`src/rtl/norm_pkg.sv`:
```
package norm_pkg;
  typedef enum logic [1:0] {
    MODE_IMM = 2'b00,
    MODE_DIR = 2'b01,
    MODE_IND = 2'b10,
    MODE_PRE = 2'b11
  } amode_e;

  typedef enum logic [2:0] {
    ST_IDLE,
    ST_A_ADDR,
    ST_A_DATA,
    ST_B_ADDR,
    ST_B_DATA
  } nstate_e;

  // an operand mode needs a core read when its upper bit is set
  function automatic logic mode_reads(input logic [1:0] m);
    return m[1];
  endfunction
endpackage

```
`src/rtl/norm_eval.sv`:
```
module norm_eval
  import norm_pkg::*;
#(
  parameter int CORE_SIZE = 8000,
  localparam int AW = $clog2(CORE_SIZE)
) (
  input  logic [AW-1:0] pc,
  input  amode_e        mode,
  input  logic [AW-1:0] raw,
  input  logic [AW-1:0] rdata,
  output logic [AW-1:0] ptr,
  output logic [AW-1:0] dec_word,
  output logic [AW-1:0] result,
  output logic          is_imm
);
  localparam logic [AW:0]   N_EXT  = (AW+1)'(CORE_SIZE);
  localparam logic [AW-1:0] N_LAST = AW'(CORE_SIZE - 1);

  // circular sum of two in-range values
  function automatic logic [AW-1:0] wrap_add(input logic [AW-1:0] x, input logic [AW-1:0] y);
    logic [AW:0] s;
    s = {1'b0, x} + {1'b0, y};
    if (s >= N_EXT) s = s - N_EXT;
    return s[AW-1:0];
  endfunction

  // circular decrement: zero steps back to the last location
  function automatic logic [AW-1:0] wrap_dec(input logic [AW-1:0] x);
    return (x == '0) ? N_LAST : x - 1'b1;
  endfunction

  always_comb begin
    ptr      = wrap_add(pc, raw);
    dec_word = wrap_dec(rdata);
    is_imm   = (mode == MODE_IMM);
    unique case (mode)
      MODE_IMM: result = raw;
      MODE_DIR: result = ptr;
      MODE_IND: result = wrap_add(pc, rdata);
      default:  result = wrap_add(pc, dec_word);
    endcase
  end
endmodule

```
`src/rtl/norm_ctrl.sv`:
```
module norm_ctrl
  import norm_pkg::*;
#(
  parameter int CORE_SIZE = 8000,
  localparam int AW = $clog2(CORE_SIZE)
) (
  input  logic                clk,
  input  logic                rst_n,
  input  logic                start,
  input  logic [AW-1:0]       pc_in,
  input  logic [1:0]          mode_a_in,
  input  logic [AW-1:0]       raw_a_in,
  input  logic [1:0]          mode_b_in,
  input  logic [AW-1:0]       raw_b_in,
  output logic [AW-1:0]       pc_q,
  output logic [1:0][1:0]     mode_q,
  output logic [1:0][AW-1:0]  raw_q,
  input  logic [1:0][AW-1:0]  ptr,
  input  logic [1:0][AW-1:0]  dec_word,
  input  logic [1:0][AW-1:0]  result,
  input  logic [1:0]          is_imm,
  output logic                busy,
  output logic                done,
  output logic [AW-1:0]       out_a,
  output logic                imm_a,
  output logic [AW-1:0]       out_b,
  output logic                imm_b,
  output logic                mem_rd_en,
  output logic                mem_wr_en,
  output logic [AW-1:0]       mem_addr,
  output logic [AW-1:0]       mem_wdata
);
  localparam logic [AW:0] N_EXT = (AW+1)'(CORE_SIZE);

  nstate_e       state;
  logic [AW-1:0] res_a_q;
  logic          imm_a_q;

  // named internal events
  logic cur;         // 0: operand A in progress, 1: operand B
  logic addr_phase;
  logic data_phase;
  logic rd_ev;
  logic wr_ev;
  logic op_fin_ev;
  logic a_done_ev;
  logic b_done_ev;

  always_comb begin
    cur        = (state == ST_B_ADDR) || (state == ST_B_DATA);
    addr_phase = (state == ST_A_ADDR) || (state == ST_B_ADDR);
    data_phase = (state == ST_A_DATA) || (state == ST_B_DATA);
    rd_ev      = addr_phase && mode_reads(mode_q[cur]);
    wr_ev      = data_phase && (mode_q[cur] == MODE_PRE);
    op_fin_ev  = (addr_phase && !mode_reads(mode_q[cur])) || data_phase;
    a_done_ev  = op_fin_ev && !cur;
    b_done_ev  = op_fin_ev && cur;
  end

  assign busy      = (state != ST_IDLE);
  assign mem_rd_en = rd_ev;
  assign mem_wr_en = wr_ev;
  assign mem_addr  = ptr[cur];
  assign mem_wdata = dec_word[cur];

  always_ff @(posedge clk) begin
    if (!rst_n) begin
      state   <= ST_IDLE;
      pc_q    <= '0;
      mode_q  <= '0;
      raw_q   <= '0;
      res_a_q <= '0;
      imm_a_q <= 1'b0;
      out_a   <= '0;
      imm_a   <= 1'b0;
      out_b   <= '0;
      imm_b   <= 1'b0;
      done    <= 1'b0;
    end else begin
      done <= 1'b0;
      unique case (state)
        ST_IDLE: if (start) begin
          pc_q      <= pc_in;
          mode_q[0] <= mode_a_in;
          mode_q[1] <= mode_b_in;
          raw_q[0]  <= raw_a_in;
          raw_q[1]  <= raw_b_in;
          state     <= ST_A_ADDR;
        end
        ST_A_ADDR: state <= mode_reads(mode_q[0]) ? ST_A_DATA : ST_B_ADDR;
        ST_A_DATA: state <= ST_B_ADDR;
        ST_B_ADDR: state <= mode_reads(mode_q[1]) ? ST_B_DATA : ST_IDLE;
        default:   state <= ST_IDLE;
      endcase
      if (a_done_ev) begin
        res_a_q <= result[0];
        imm_a_q <= is_imm[0];
      end
      if (b_done_ev) begin
        out_a <= res_a_q;
        imm_a <= imm_a_q;
        out_b <= result[1];
        imm_b <= is_imm[1];
        done  <= 1'b1;
      end
    end
  end

  // write-back lands on the address read in the previous cycle
  assert_wr_after_rd_R5: assert property (@(posedge clk) disable iff (!rst_n)
    wr_ev |-> ($past(rd_ev) && $stable(mem_addr)));

  assert_rd_wr_excl_R5: assert property (@(posedge clk) disable iff (!rst_n)
    !(rd_ev && wr_ev));

  // B starts only right after A has finished
  assert_a_before_b_R6: assert property (@(posedge clk) disable iff (!rst_n)
    ((state == ST_B_ADDR) && ($past(state) != ST_B_ADDR)) |-> $past(a_done_ev));

  assert_done_pulse_R7: assert property (@(posedge clk) disable iff (!rst_n)
    done |=> !done);

  assert_start_ignored_R8: assert property (@(posedge clk) disable iff (!rst_n)
    (busy && start) |=> ($stable(pc_q) && $stable(mode_q) && $stable(raw_q)));

  assert_in_range_R9: assert property (@(posedge clk) disable iff (!rst_n)
    (done && !imm_a) |-> ({1'b0, out_a} < N_EXT));

  assert_in_range_b_R9: assert property (@(posedge clk) disable iff (!rst_n)
    (done && !imm_b) |-> ({1'b0, out_b} < N_EXT));
endmodule

```
`src/rtl/operand_normaliser.sv`:
```
module operand_normaliser
  import norm_pkg::*;
#(
  parameter int CORE_SIZE = 8000,
  localparam int AW = $clog2(CORE_SIZE)
) (
  input  logic          clk,
  input  logic          rst_n,
  input  logic          start,
  input  logic [AW-1:0] pc,
  input  logic [1:0]    mode_a,
  input  logic [AW-1:0] raw_a,
  input  logic [1:0]    mode_b,
  input  logic [AW-1:0] raw_b,
  output logic          busy,
  output logic          done,
  output logic [AW-1:0] out_a,
  output logic          imm_a,
  output logic [AW-1:0] out_b,
  output logic          imm_b,
  output logic          mem_rd_en,
  output logic          mem_wr_en,
  output logic [AW-1:0] mem_addr,
  output logic [AW-1:0] mem_wdata,
  input  logic [AW-1:0] mem_rdata
);
  logic [AW-1:0]      pc_q;
  logic [1:0][1:0]    mode_q;
  logic [1:0][AW-1:0] raw_q;
  logic [1:0][AW-1:0] ptr_w;
  logic [1:0][AW-1:0] dec_w;
  logic [1:0][AW-1:0] res_w;
  logic [1:0]         imm_w;

  for (genvar g = 0; g < 2; g++) begin : g_opnd
    norm_eval #(.CORE_SIZE(CORE_SIZE)) u_eval (
      .pc       (pc_q),
      .mode     (amode_e'(mode_q[g])),
      .raw      (raw_q[g]),
      .rdata    (mem_rdata),
      .ptr      (ptr_w[g]),
      .dec_word (dec_w[g]),
      .result   (res_w[g]),
      .is_imm   (imm_w[g])
    );
  end

  norm_ctrl #(.CORE_SIZE(CORE_SIZE)) u_ctrl (
    .clk       (clk),
    .rst_n     (rst_n),
    .start     (start),
    .pc_in     (pc),
    .mode_a_in (mode_a),
    .raw_a_in  (raw_a),
    .mode_b_in (mode_b),
    .raw_b_in  (raw_b),
    .pc_q      (pc_q),
    .mode_q    (mode_q),
    .raw_q     (raw_q),
    .ptr       (ptr_w),
    .dec_word  (dec_w),
    .result    (res_w),
    .is_imm    (imm_w),
    .busy      (busy),
    .done      (done),
    .out_a     (out_a),
    .imm_a     (imm_a),
    .out_b     (out_b),
    .imm_b     (imm_b),
    .mem_rd_en (mem_rd_en),
    .mem_wr_en (mem_wr_en),
    .mem_addr  (mem_addr),
    .mem_wdata (mem_wdata)
  );
endmodule

```
`config.mk`:
```
export PLATFORM = sky130hd
export DESIGN_NAME = operand_normaliser
export DESIGN_NICKNAME = d
export VERILOG_FILES = /design/src/rtl/norm_pkg.sv /design/src/rtl/norm_eval.sv /design/src/rtl/norm_ctrl.sv /design/src/rtl/operand_normaliser.sv
export SDC_FILE = /design/constraint.sdc
export NUM_CORES = 1
export LEC_CHECK = 0
export BUFFER_PORTS_ARGS = -buffer_cell sky130_fd_sc_hd__buf_2
export CORE_ASPECT_RATIO = 1.5
export CORE_MARGIN = 4
export CORE_UTILIZATION = 47
export CTS_CLUSTER_SIZE = 12
export DETAILED_ROUTE_END_ITERATION = 8
export GPL_TIMING_DRIVEN = 1
export MAX_ROUTING_LAYER = met4
export PLACE_DENSITY = 0.67
export SYNTH_ARGS = -nofsm -noshare
export SYNTH_HDL_FRONTEND = slang
export SYNTH_SLANG_ARGS = --single-unit
```
`constraint.sdc`:
```
create_clock -name clk -period 14.6 [get_ports clk]
set_input_delay 0.73 -clock clk [delete_from_list [all_inputs] [get_ports clk]]
set_output_delay 0.73 -clock clk [all_outputs]
set_load 0.01 [all_outputs]
```
# Yosys cells after proc, flatten, opt, wreduce, memory -nomap -nowiden
# Cells that the tools add are included.
word_totals:
  word_cells: 71
  ff_bits: 89
  ram_bits: 0
  input_bits: 59
  memories: 0
  latch_bits: 0
  mem_bits_ro: 0
op_classes:
  order_cmp: 5
  reduce_logical: 17
  eq_ne: 10
  n_bitwise: 0
  mul: 0
  add_sub_neg: 9
  n_div: 0
  mux: 17
  shifts: 0
op_table:
  columns: ["cell", "n"]
  rows:
  - ["$mux W13", 8]
  - ["$pmux W13 S3", 2]
  - ["$add A13 B13 Y14", 4]
  - ["$ge A14 B13 Y1 const B", 4]
  - ["$sub A13 B13 Y13 const B", 4]
  - ["$logic_not A13 Y1", 1]
  - ["$sub A13 B1 Y13 const B", 1]
  - ["$pmux W3 S4", 1]
  - ["$eq A2 B2 Y1 const B", 3]
  - ["$eq A3 B2 Y1 const B", 2]
  - ["$mux W3", 2]
  - ["$logic_and A1 B1 Y1", 5]
  - ["$eq A2 B1 Y1 const B", 2]
  - ["$logic_not A2 Y1", 2]
  - ["$logic_or A1 B1 Y1", 4]
  - ["$mux W2", 2]
  - ["$eq A3 B1 Y1 const B", 1]
  - ["$eq A3 B3 Y1 const B", 1]
  - ["$logic_not A3 Y1", 1]
  - ["$reduce_bool A3 Y1", 1]
  - ["$logic_not A1 Y1", 2]
  - ["$lt A1 B2 Y1 const B", 1]
  - ["$mux W1", 2]
  - ["$ne A2 B2 Y1 const B", 1]
  - ["$reduce_and A2 Y1", 1]

# Logic depth before layout (Yosys ltp)
# Gate-level depths: netlist of the first run.
logic_depth:
  ltp_word: 9
  depth_mapped: 19

# By module
# A second synthesis of the first run with hierarchy kept.
unflattened:
  cells_unflattened: 1312
  hier_area_um2: 10533.9
modules_own_cells:
  columns: ["mod", "cells_each", "seq_area_each_um2", "instances", "area_per_inst_um2"]
  rows:
  - ["norm_ctrl", 400, 1781.7, 1, 3736.1]
  - ["norm_eval (g_opnd[1].u_eval)", 462, 0.0, 1, 3483.3]
  - ["norm_eval (g_opnd[0].u_eval)", 450, 0.0, 1, 3314.4]

# Worst setup path before layout of the first run
# Ideal clock, no wire load.
synth_timing:
  kind: "input -> register"
  startpoint: "input port mem_rdata[9]"
  endpoint: "register u_ctrl.res_a_q[8]"
  t_required_ns: 14.478
  cell_stages: 19
  setup_ns: 0.122
  arrival_time_ns: 5.216
  setup_slack_ns: 9.262
  cell_sequence: "or4_1 -> nor3_1 -> nand4b_1 -> clkbuf_1 -> nand2_1 -> ha_1 -> a211o_1 -> a211oi_2 -> o21bai_1 -> a21oi_1 -> xnor2_1 -> inv_1 -> ha_1 -> nand3_1 -> o41a_1 -> o41a_1 -> o32a_1 -> mux2_2 -> a221o_1"
synth_via:
  elab_chain_len: 6
  word_cells_on_any_way: 11
synth_rtl:
  columns: ["item", "line_no", "text"]
  rows:
  - ["from (decl)", "operand_normaliser.sv:25", "input logic [AW-1:0] mem_rdata"]
  - ["$sub A13 B1 Y13 or $logic_not A13 Y1 (tied branches)", "norm_eval.sv:29", "return (x == '0) ? N_LAST : x - 1'b1;"]
  - ["$mux W13", "norm_eval.sv:29", null]
  - ["$add A13 B13 Y14", "norm_eval.sv:22", "s = {1'b0, x} + {1'b0, y};"]
  - ["$ge A14 B13 Y1 or $sub A13 B13 Y13 (tied branches)", "norm_eval.sv:23", "if (s >= N_EXT) s = s - N_EXT;"]
  - ["$mux W13", "norm_eval.sv:23", null]
  - ["$pmux W13 S3 (*)", "norm_eval.sv:36", "unique case (mode)"]
  - ["to (signal assigned)", "norm_ctrl.sv:96", "res_a_q <= result[0];"]
  - ["to (decl)", "norm_ctrl.sv:36", "logic [AW-1:0] res_a_q;"]
# Mark *: on every way between the ends. The rest lies on a longest branch, timed or not.
# A chain may end at the register's enable or synchronous reset.

# Final worst setup path of the first run
layout_timing:
  startpoint: "register u_ctrl.pc_q[1]"
  endpoint: "output port mem_addr[7]"
layout_via:
  elab_chain_len: 5
  word_cells_on_any_way: 10
layout_rtl:
  columns: ["item", "line_no", "text"]
  rows:
  - ["from (decl)", "norm_ctrl.sv:15", "output logic [AW-1:0] pc_q,"]
  - ["from (signal assigned)", "norm_ctrl.sv:83", "pc_q <= pc_in;"]
  - ["$add A13 B13 Y14", "norm_eval.sv:22", null]
  - ["$sub A13 B13 Y13 or $ge A14 B13 Y1 (tied branches)", "norm_eval.sv:23", null]
  - ["$mux W13", "norm_eval.sv:23", null]
  - ["$mux W13 (not written as such) (*) (2 in a row)", "norm_ctrl.sv:63", "assign mem_addr = ptr[cur];"]
  - ["to (decl)", "operand_normaliser.sv:23", "output logic [AW-1:0] mem_addr,"]
# Mark *: on every way between the ends. The rest lies on a longest branch, timed or not. The select of a mux whose other input is x is not followed.

==> results of run 1 <==
[tightest hold or removal path, cell delays in order, from the launching register on]
cell and delay, ns:
dfxtp_1 0.30, nand2_1 0.05, a21oi_1 0.05
[routing by layer]
| metal | GRT usage | up-vias | wire length, um |
|---|---|---|---|
| met5 | - | - | 0 |
| met2 | 0.473 | 387 | 13200 |
| met4 | 0.167 | 0 | 1750 |
| li1 | - | 4127 | - |
| met3 | 0.0340 | 107 | 1880 |
| met1 | 0.365 | 3961 | 11400 |
[cell families after synthesis]
group           Yosys count  share of synthesized area
flops                    89                      0.221
mux                      46                     0.0763
buf+inv                  84                     0.0400
fa+ha+maj                67                      0.107
simple gates            415                      0.237
xor+xnor                 41                     0.0444
compound gates          332                      0.274
[state kept, by name (all words and copies together), names as in the netlist]
signal	count
u_ctrl.done	1
u_ctrl.imm_a	1
u_ctrl.imm_a_q	1
u_ctrl.imm_b	1
u_ctrl.mode_q	4
u_ctrl.out_a	13
u_ctrl.out_b	13
u_ctrl.pc_q	13
u_ctrl.raw_q	26
u_ctrl.res_a_q	13
u_ctrl.state	3
[worst min-delay path by stage]
stage	depth (start not counted)	startpoint	endpoint	slack (ns)
finish	2	u_ctrl.out_b[1]	u_ctrl.out_b[1]	0.45
CTS	2	u_ctrl.out_b[1]	u_ctrl.out_b[1]	0.45
floorplan	2	u_ctrl.res_a_q[7]	u_ctrl.out_a[7]	0.43
global route	2	u_ctrl.out_a[3]	u_ctrl.out_a[3]	0.46
detailed placement	2	u_ctrl.out_b[1]	u_ctrl.out_b[1]	0.44
global placement	2	u_ctrl.out_b[5]	u_ctrl.out_b[5]	0.44
[power by group through the flow]
stage | clock, mW | combinational (mW) | sequential (mW)
after floorplan | 0 | 0.252 | 0.274
after global placement | 0 | 0.355 | 0.287
after detailed placement | 0 | 0.357 | 0.287
after CTS | 0.250 | 0.360 | 0.281
after global routing | 0.259 | 0.400 | 0.284
final | 0.247 | 0.368 | 0.282
[per-stage QoR]
step           hold slack, ns  instances  setup WS, ns  cell area [um^2]   util
5_1_grt                 0.463       1371          8.40              9090  0.540
6_report                0.447       1371          8.64              9090  0.540
3_5_place_dp            0.442       1355          8.62              8780  0.522
4_1_cts                 0.449       1371          8.77              9090  0.540
2_1_floorplan           0.432       1074          9.26              8080      -
3_3_place_gp            0.437       1355          8.71              8780  0.522
[area by class of cell]
type | count | share of cell area
Clock buffer | 9 | 0.0248
Clock inverter | 7 | 0.00963
Inverter | 30 | 0.0124
Multi-Input combinational cell | 901 | 0.657
Sequential cell | 89 | 0.196
Tap cell | 210 | 0.0289
Timing Repair Buffer | 125 | 0.0713
[cell usage in the layout, fill, tap and decap left out, types with 5 or more instances in the layout]
| cell type | synthesis | routed |
|---|---|---|
| clkbuf_16 | 0 | 9 |
| o211a_1 | 6 | 6 |
| inv_1 | 30 | 29 |
| nor4_1 | 7 | 7 |
| or4b_2 | 5 | 5 |
| nand2_1 | 181 | 181 |
| nand2b_1 | 10 | 10 |
| nor2_1 | 89 | 89 |
| o31ai_1 | 7 | 7 |
| a211o_1 | 10 | 10 |
| buf_4 | 0 | 9 |
| nor3b_1 | 8 | 8 |
| nand4_1 | 11 | 11 |
| and3_1 | 5 | 5 |
| nor3_1 | 23 | 23 |
| ha_1 | 63 | 63 |
| xor2_1 | 16 | 16 |
| o211ai_1 | 12 | 12 |
| mux4_2 | 11 | 11 |
| o21ai_0 | 44 | 44 |
| nor2b_1 | 5 | 5 |
| mux2i_1 | 20 | 20 |
| xnor2_1 | 25 | 25 |
| dfxtp_1 | 89 | 89 |
| a2111oi_0 | 10 | 10 |
| a21oi_1 | 118 | 118 |
| nand3_1 | 33 | 33 |
| a21o_1 | 21 | 21 |
| a211oi_1 | 18 | 18 |
| mux2_2 | 15 | 15 |
| a31oi_1 | 11 | 11 |
| or3_1 | 7 | 7 |
| buf_2 | 0 | 116 |
| and2_1 | 11 | 11 |
| o21a_1 | 15 | 15 |
==> flow_summary.json, run 1 <==
{
  "hold_path_class": "register to register",
  "intPower_uw": 532,
  "vias": 8582,
  "cts_setup_buffers": 0,
  "max_freq_ghz": 0.168,
  "startpoint": "u_ctrl.pc_q[1]",
  "crit_required_ns": 13.87,
  "crit_slowest_cell": "dfxtp_1",
  "critical_path.reg2reg.endpoint": "u_ctrl.res_a_q[7]",
  "rows": 58,
  "regArea_um2": 1780,
  "clk_latency_ns": 0.35,
  "dieWidth_um": 115,
  "cellPowerDensity_nw_per_um2": 98.7,
  "p_clk_frac": 0.275,
  "io_buffers": 116,
  "path_delay_family": "compound AO/OA/AOI/OAI gates",
  "p_sw_uw": 365,
  "grt_max_degree": 74,
  "clock-sinks": 89,
  "max_stage_delay_ns": 0.65,
  "crit_chain": "ha_1 -> a211oi_1 -> o211a_1 -> nor2_1 -> xor2_1 -> inv_1 -> ha_1 -> or4b_2 -> o41ai_1 -> nand4_1 -> o21ai_0 -> mux2i_1 -> mux2i_1 -> buf_2",
  "wl_per_cell_um": 20.6,
  "r2r_slack_ns": 9.59,
  "seq_area_frac_synth": 0.221,
  "fillers": 1705,
  "ys_types": 80,
  "synth_nets": 1200,
  "switching_share": 0.407,
  "area_delta_synth_final_pct": 12.5,
  "cp_num_cells": 14,
  "maxCapViolCount": 0,
  "cts_root_buf": "clkbuf_16",
  "synth_commonest_cells": "181 x nand2_1, 118 x a21oi_1, 89 x dfxtp_1, 89 x nor2_1, 63 x ha_1",
  "clk_pin_slew_ns": 0.07,
  "multiInputGateArea_um2": 5980,
  "core_um2": 16800,
  "vdd_drop_max_v": 0.0000646,
  "worstMarginPinSlew_ns": 1.05,
  "yosys-top-cells-area": "dfxtp_1 22%, ha_1 9.8%, nand2_1 8.4%",
  "p_comb_frac": 0.410,
  "final_nets": 1282,
  "initial_core_util": 0.480,
  "yosysWarnings": 0,
  "die_y_um": 169,
  "drtPass1Iterations": 5,
  "clockBufferDepth": 2,
  "drv_slew": 0,
  "drt_iter0_drc": 766,
  "hold_viol_final": 0,
  "layout-drive-gt1-share": 0.163,
  "ctsHoldBuffers": 0,
  "total_power_uw": 897,
  "cts_tree": "built",
  "period_minus_slack_ns": 5.96,
  "crit_type": "register to output port",
  "dp_hpwl_um": 22200,
  "setup_viol": 0,
  "via_per_inst": 6.26,
  "synth_area_um2": 8080,
  "grt_pass1_wl_um": 44600,
  "gp_congestion": 1.01,
  "synth_edf_count": 0,
  "r2r-start": "u_ctrl.pc_q[1]",
  "finClkSkew_ns": 0.0133,
  "cp_max_fo": 9,
  "antenna_found_initial": 0,
  "antenna_left": 0,
  "synth_seq_cells": 89,
  "grt.total_usage": 0.298,
  "synth.avg_cell_area_um2": 7.52,
  "r2r_cells": 14,
  "io_pins": 117,
  "p_seq_frac": 0.314,
  "numCtsBuffers": 9,
  "slew_headroom": 0.286,
  "cp.arrival_ns": 5.23,
  "p_leak_nw": 3.95,
  "yosys.area.top_type": "dfxtp_1",
  "dieArea_um2": 19400,
  "cp-endpoint": "mem_addr[7]",
  "yosysMostFrequentCell": "nand2_1",
  "worst-path-buf-inv": 2,
  "routed_wl_um": 28200,
  "async_flop_share": 0,
  "rsz0062_at_grt": "false",
  "final.setup.tns_ns": 0,
  "cp-end-kind": "output port",
  "finalCritPeriodShare": 0.408,
  "first_global_vias": 8222,
  "post-route-drc-count": 0,
  "yosys.area.top_type_share": 0.221,
  "status": "completed",
  "start_kind": "register",
  "cts-htree-levels": 3,
  "grt-ovfl-total": 0,
  "syn-instance-count": 1074,
  "ys.flop_type": "dfxtp_1",
  "cts_resized": 0,
  "n_antenna_cell": 0
}
(Power assumes the default switching activity.)
==> run 2: changes to the inputs <==
Settings changed: PLACE_DENSITY 0.67 to 0.69.
Clock period 14.6 ns to 5.4 ns, I/O delays scaled along.
==> flow_summary.json, run 2 (same netlist as run 1, synthesis figures left out) <==
{
  "drv_slew": 0,
  "grt_util_met1": 0.352,
  "crit_type": "register to output port",
  "grt-busiest-layer": "met2",
  "finClkSkew_ns": 0.0101,
  "cp_max_fo": 7,
  "grt.total_usage": 0.287,
  "layout-drive-gt1-share": 0.168,
  "cp.arrival_ns": 4.89,
  "vdd_drop_max_v": 0.000226,
  "io_buffers": 116,
  "regArea_um2": 1780,
  "cp-end-kind": "output port",
  "r2r_slack_ns": 0.55,
  "status": "completed",
  "antenna_left": 0,
  "dieArea_um2": 19400,
  "slew_headroom": 0.233,
  "final_common_cell": "nand2_1",
  "critical_path.reg2reg.endpoint": "u_ctrl.res_a_q[7]",
  "maxCapViolCount": 0,
  "io_pins": 117,
  "via_per_inst": 6.23,
  "vias": 8567,
  "initial_core_util": 0.480,
  "r2r_cells": 15,
  "grt_pass1_wl_um": 42500,
  "gp_congestion": 1.06,
  "hold_path_class": "input port to register",
  "grt_use_met2": 0.464,
  "max_freq_ghz": 0.194,
  "finalCritPeriodShare": 0.955,
  "dp_hpwl_um": 22000,
  "setup_viol": 0,
  "met3_usage": 0.0325,
  "core_um2": 16800,
  "cp-endpoint": "mem_addr[9]",
  "top_register": "u_ctrl.raw_q",
  "cts-htree-levels": 3,
  "dieWidth_um": 115,
  "n_antenna_cell": 0,
  "numCtsBuffers": 9,
  "drtPass1Iterations": 5,
  "grt-ovfl-total": 0,
  "multiInputGateArea_um2": 5990,
  "layout_common_cells": "181 x nand2_1, 118 x a21oi_1, 116 x buf_2, 89 x nor2_1, 89 x dfxtp_1",
  "area_delta_synth_final_pct": 13.3,
  "p_leak_nw": 3.98,
  "clk_pin_slew_ns": 0.07,
  "die_y_um": 169,
  "post-route-drc-count": 0,
  "clock-sinks": 89,
  "fillers": 1678,
  "clockBufferDepth": 2,
  "rows": 58,
  "grt_max_degree": 75,
  "startpoint": "u_ctrl.pc_q[1]",
  "largest_register_ffs": 26,
  "final.setup.tns_ns": 0,
  "cts_tree": "built",
  "period_minus_slack_ns": 5.16,
  "r2r-start": "u_ctrl.pc_q[2]",
  "clk_latency_ns": 0.36,
  "hold_viol_final": 0,
  "routed_wl_um": 27900,
  "rsz0062_at_grt": "false",
  "final_nets": 1287,
  "start_kind": "register",
  "antenna_found_initial": 0,
  "wl_per_cell_um": 20.3,
  "utilization": 0.544,
  "drt_iter0_drc": 610,
  "cts_root_buf": "clkbuf_16",
  "worstMarginPinSlew_ns": 1.13,
  "crit_required_ns": 5.13,
  "cellPowerDensity_nw_per_um2": 269,
  "first_global_vias": 7796
}
==> run 2: cell types whose count changed in the layout (fill, tap and decap cells not counted) <==
cell / before / now
inv_8: 2 / 0
o41ai_2: 0 / 1
a211oi_1: 18 / 17
a211oi_2: 2 / 3
bufinv_16: 1 / 2
buf_4: 9 / 14
clkinvlp_4: 0 / 1
o41ai_1: 4 / 3
==> run 2: routing by layer <==
metal	vias up	wire (um)
met5	-	0
met4	0	1520
met3	76	1970
met2	352	13100
met1	3993	11300
li1	4146	-
==> run 2: repair_timing <==
item	in CTS	in global routing
gates resized for setup	0	2
setup endpoints to repair	0	4
hold buffers	0	0
setup buffers	0	0
==> run 2: worst max-delay path, cell delays in order (launching register included) <==
cell and delay, ns:
dfxtp_1 0.40, buf_4 0.23, ha_1 0.27, a211o_1 0.30, a211o_1 0.36, a21o_1 0.20, a21oi_1 0.18, xnor2_1 0.11
inv_1 0.10, ha_1 0.15, nand3_1 0.06, o41ai_1 0.54, o21ai_0 0.31, o31ai_1 0.56, nand2_1 0.14, xor2_1 0.22
a21oi_1 0.23, buf_2 0.17
==> run 2: cell type report <==
class / count / area share
multi-input cells: 901 / 0.654
inverters: 30 / 0.0123
clock buffers: 9 / 0.0246
flip-flops and latches: 89 / 0.195
clock inverters: 7 / 0.0112
repair buffers: 130 / 0.0749
well taps: 210 / 0.0287
==> run 2: report_power, final <==
| part | leakage (nW) | switching, mW | internal [mW] |
|---|---|---|---|
| clock | 0.156 | 0.290 | 0.410 |
| sequential | 0.725 | 0.0609 | 0.698 |
| combinational | 3.10 | 0.626 | 0.375 |
==> run 2: metrics by stage <==
stage          total power, mW  cells  setup slack, ns  hold slack, ns  cell area (um^2)
2_1_floorplan             1.42   1074            0.522           0.406              8080
3_3_place_gp              1.74   1360            0.371           0.436              8820
3_5_place_dp              1.74   1360            0.270           0.440              8820
4_1_cts                   2.44   1376           0.0979           0.138              9150
5_1_grt                   2.58   1376            0.105           0.152              9160
6_report                  2.46   1376            0.241           0.143              9160
==> run 2: worst min path at each step <==
stage / startpoint / end / cells after the start
detailed placement: u_ctrl.out_a[0] / u_ctrl.out_a[0] / 2
finish: raw_a[11] / u_ctrl.raw_q[11] / 3
CTS: raw_a[11] / u_ctrl.raw_q[11] / 3
global placement: u_ctrl.out_a[11] / u_ctrl.out_a[11] / 2
global route: raw_a[3] / u_ctrl.raw_q[3] / 3
floorplan: raw_a[0] / u_ctrl.raw_q[0] / 2
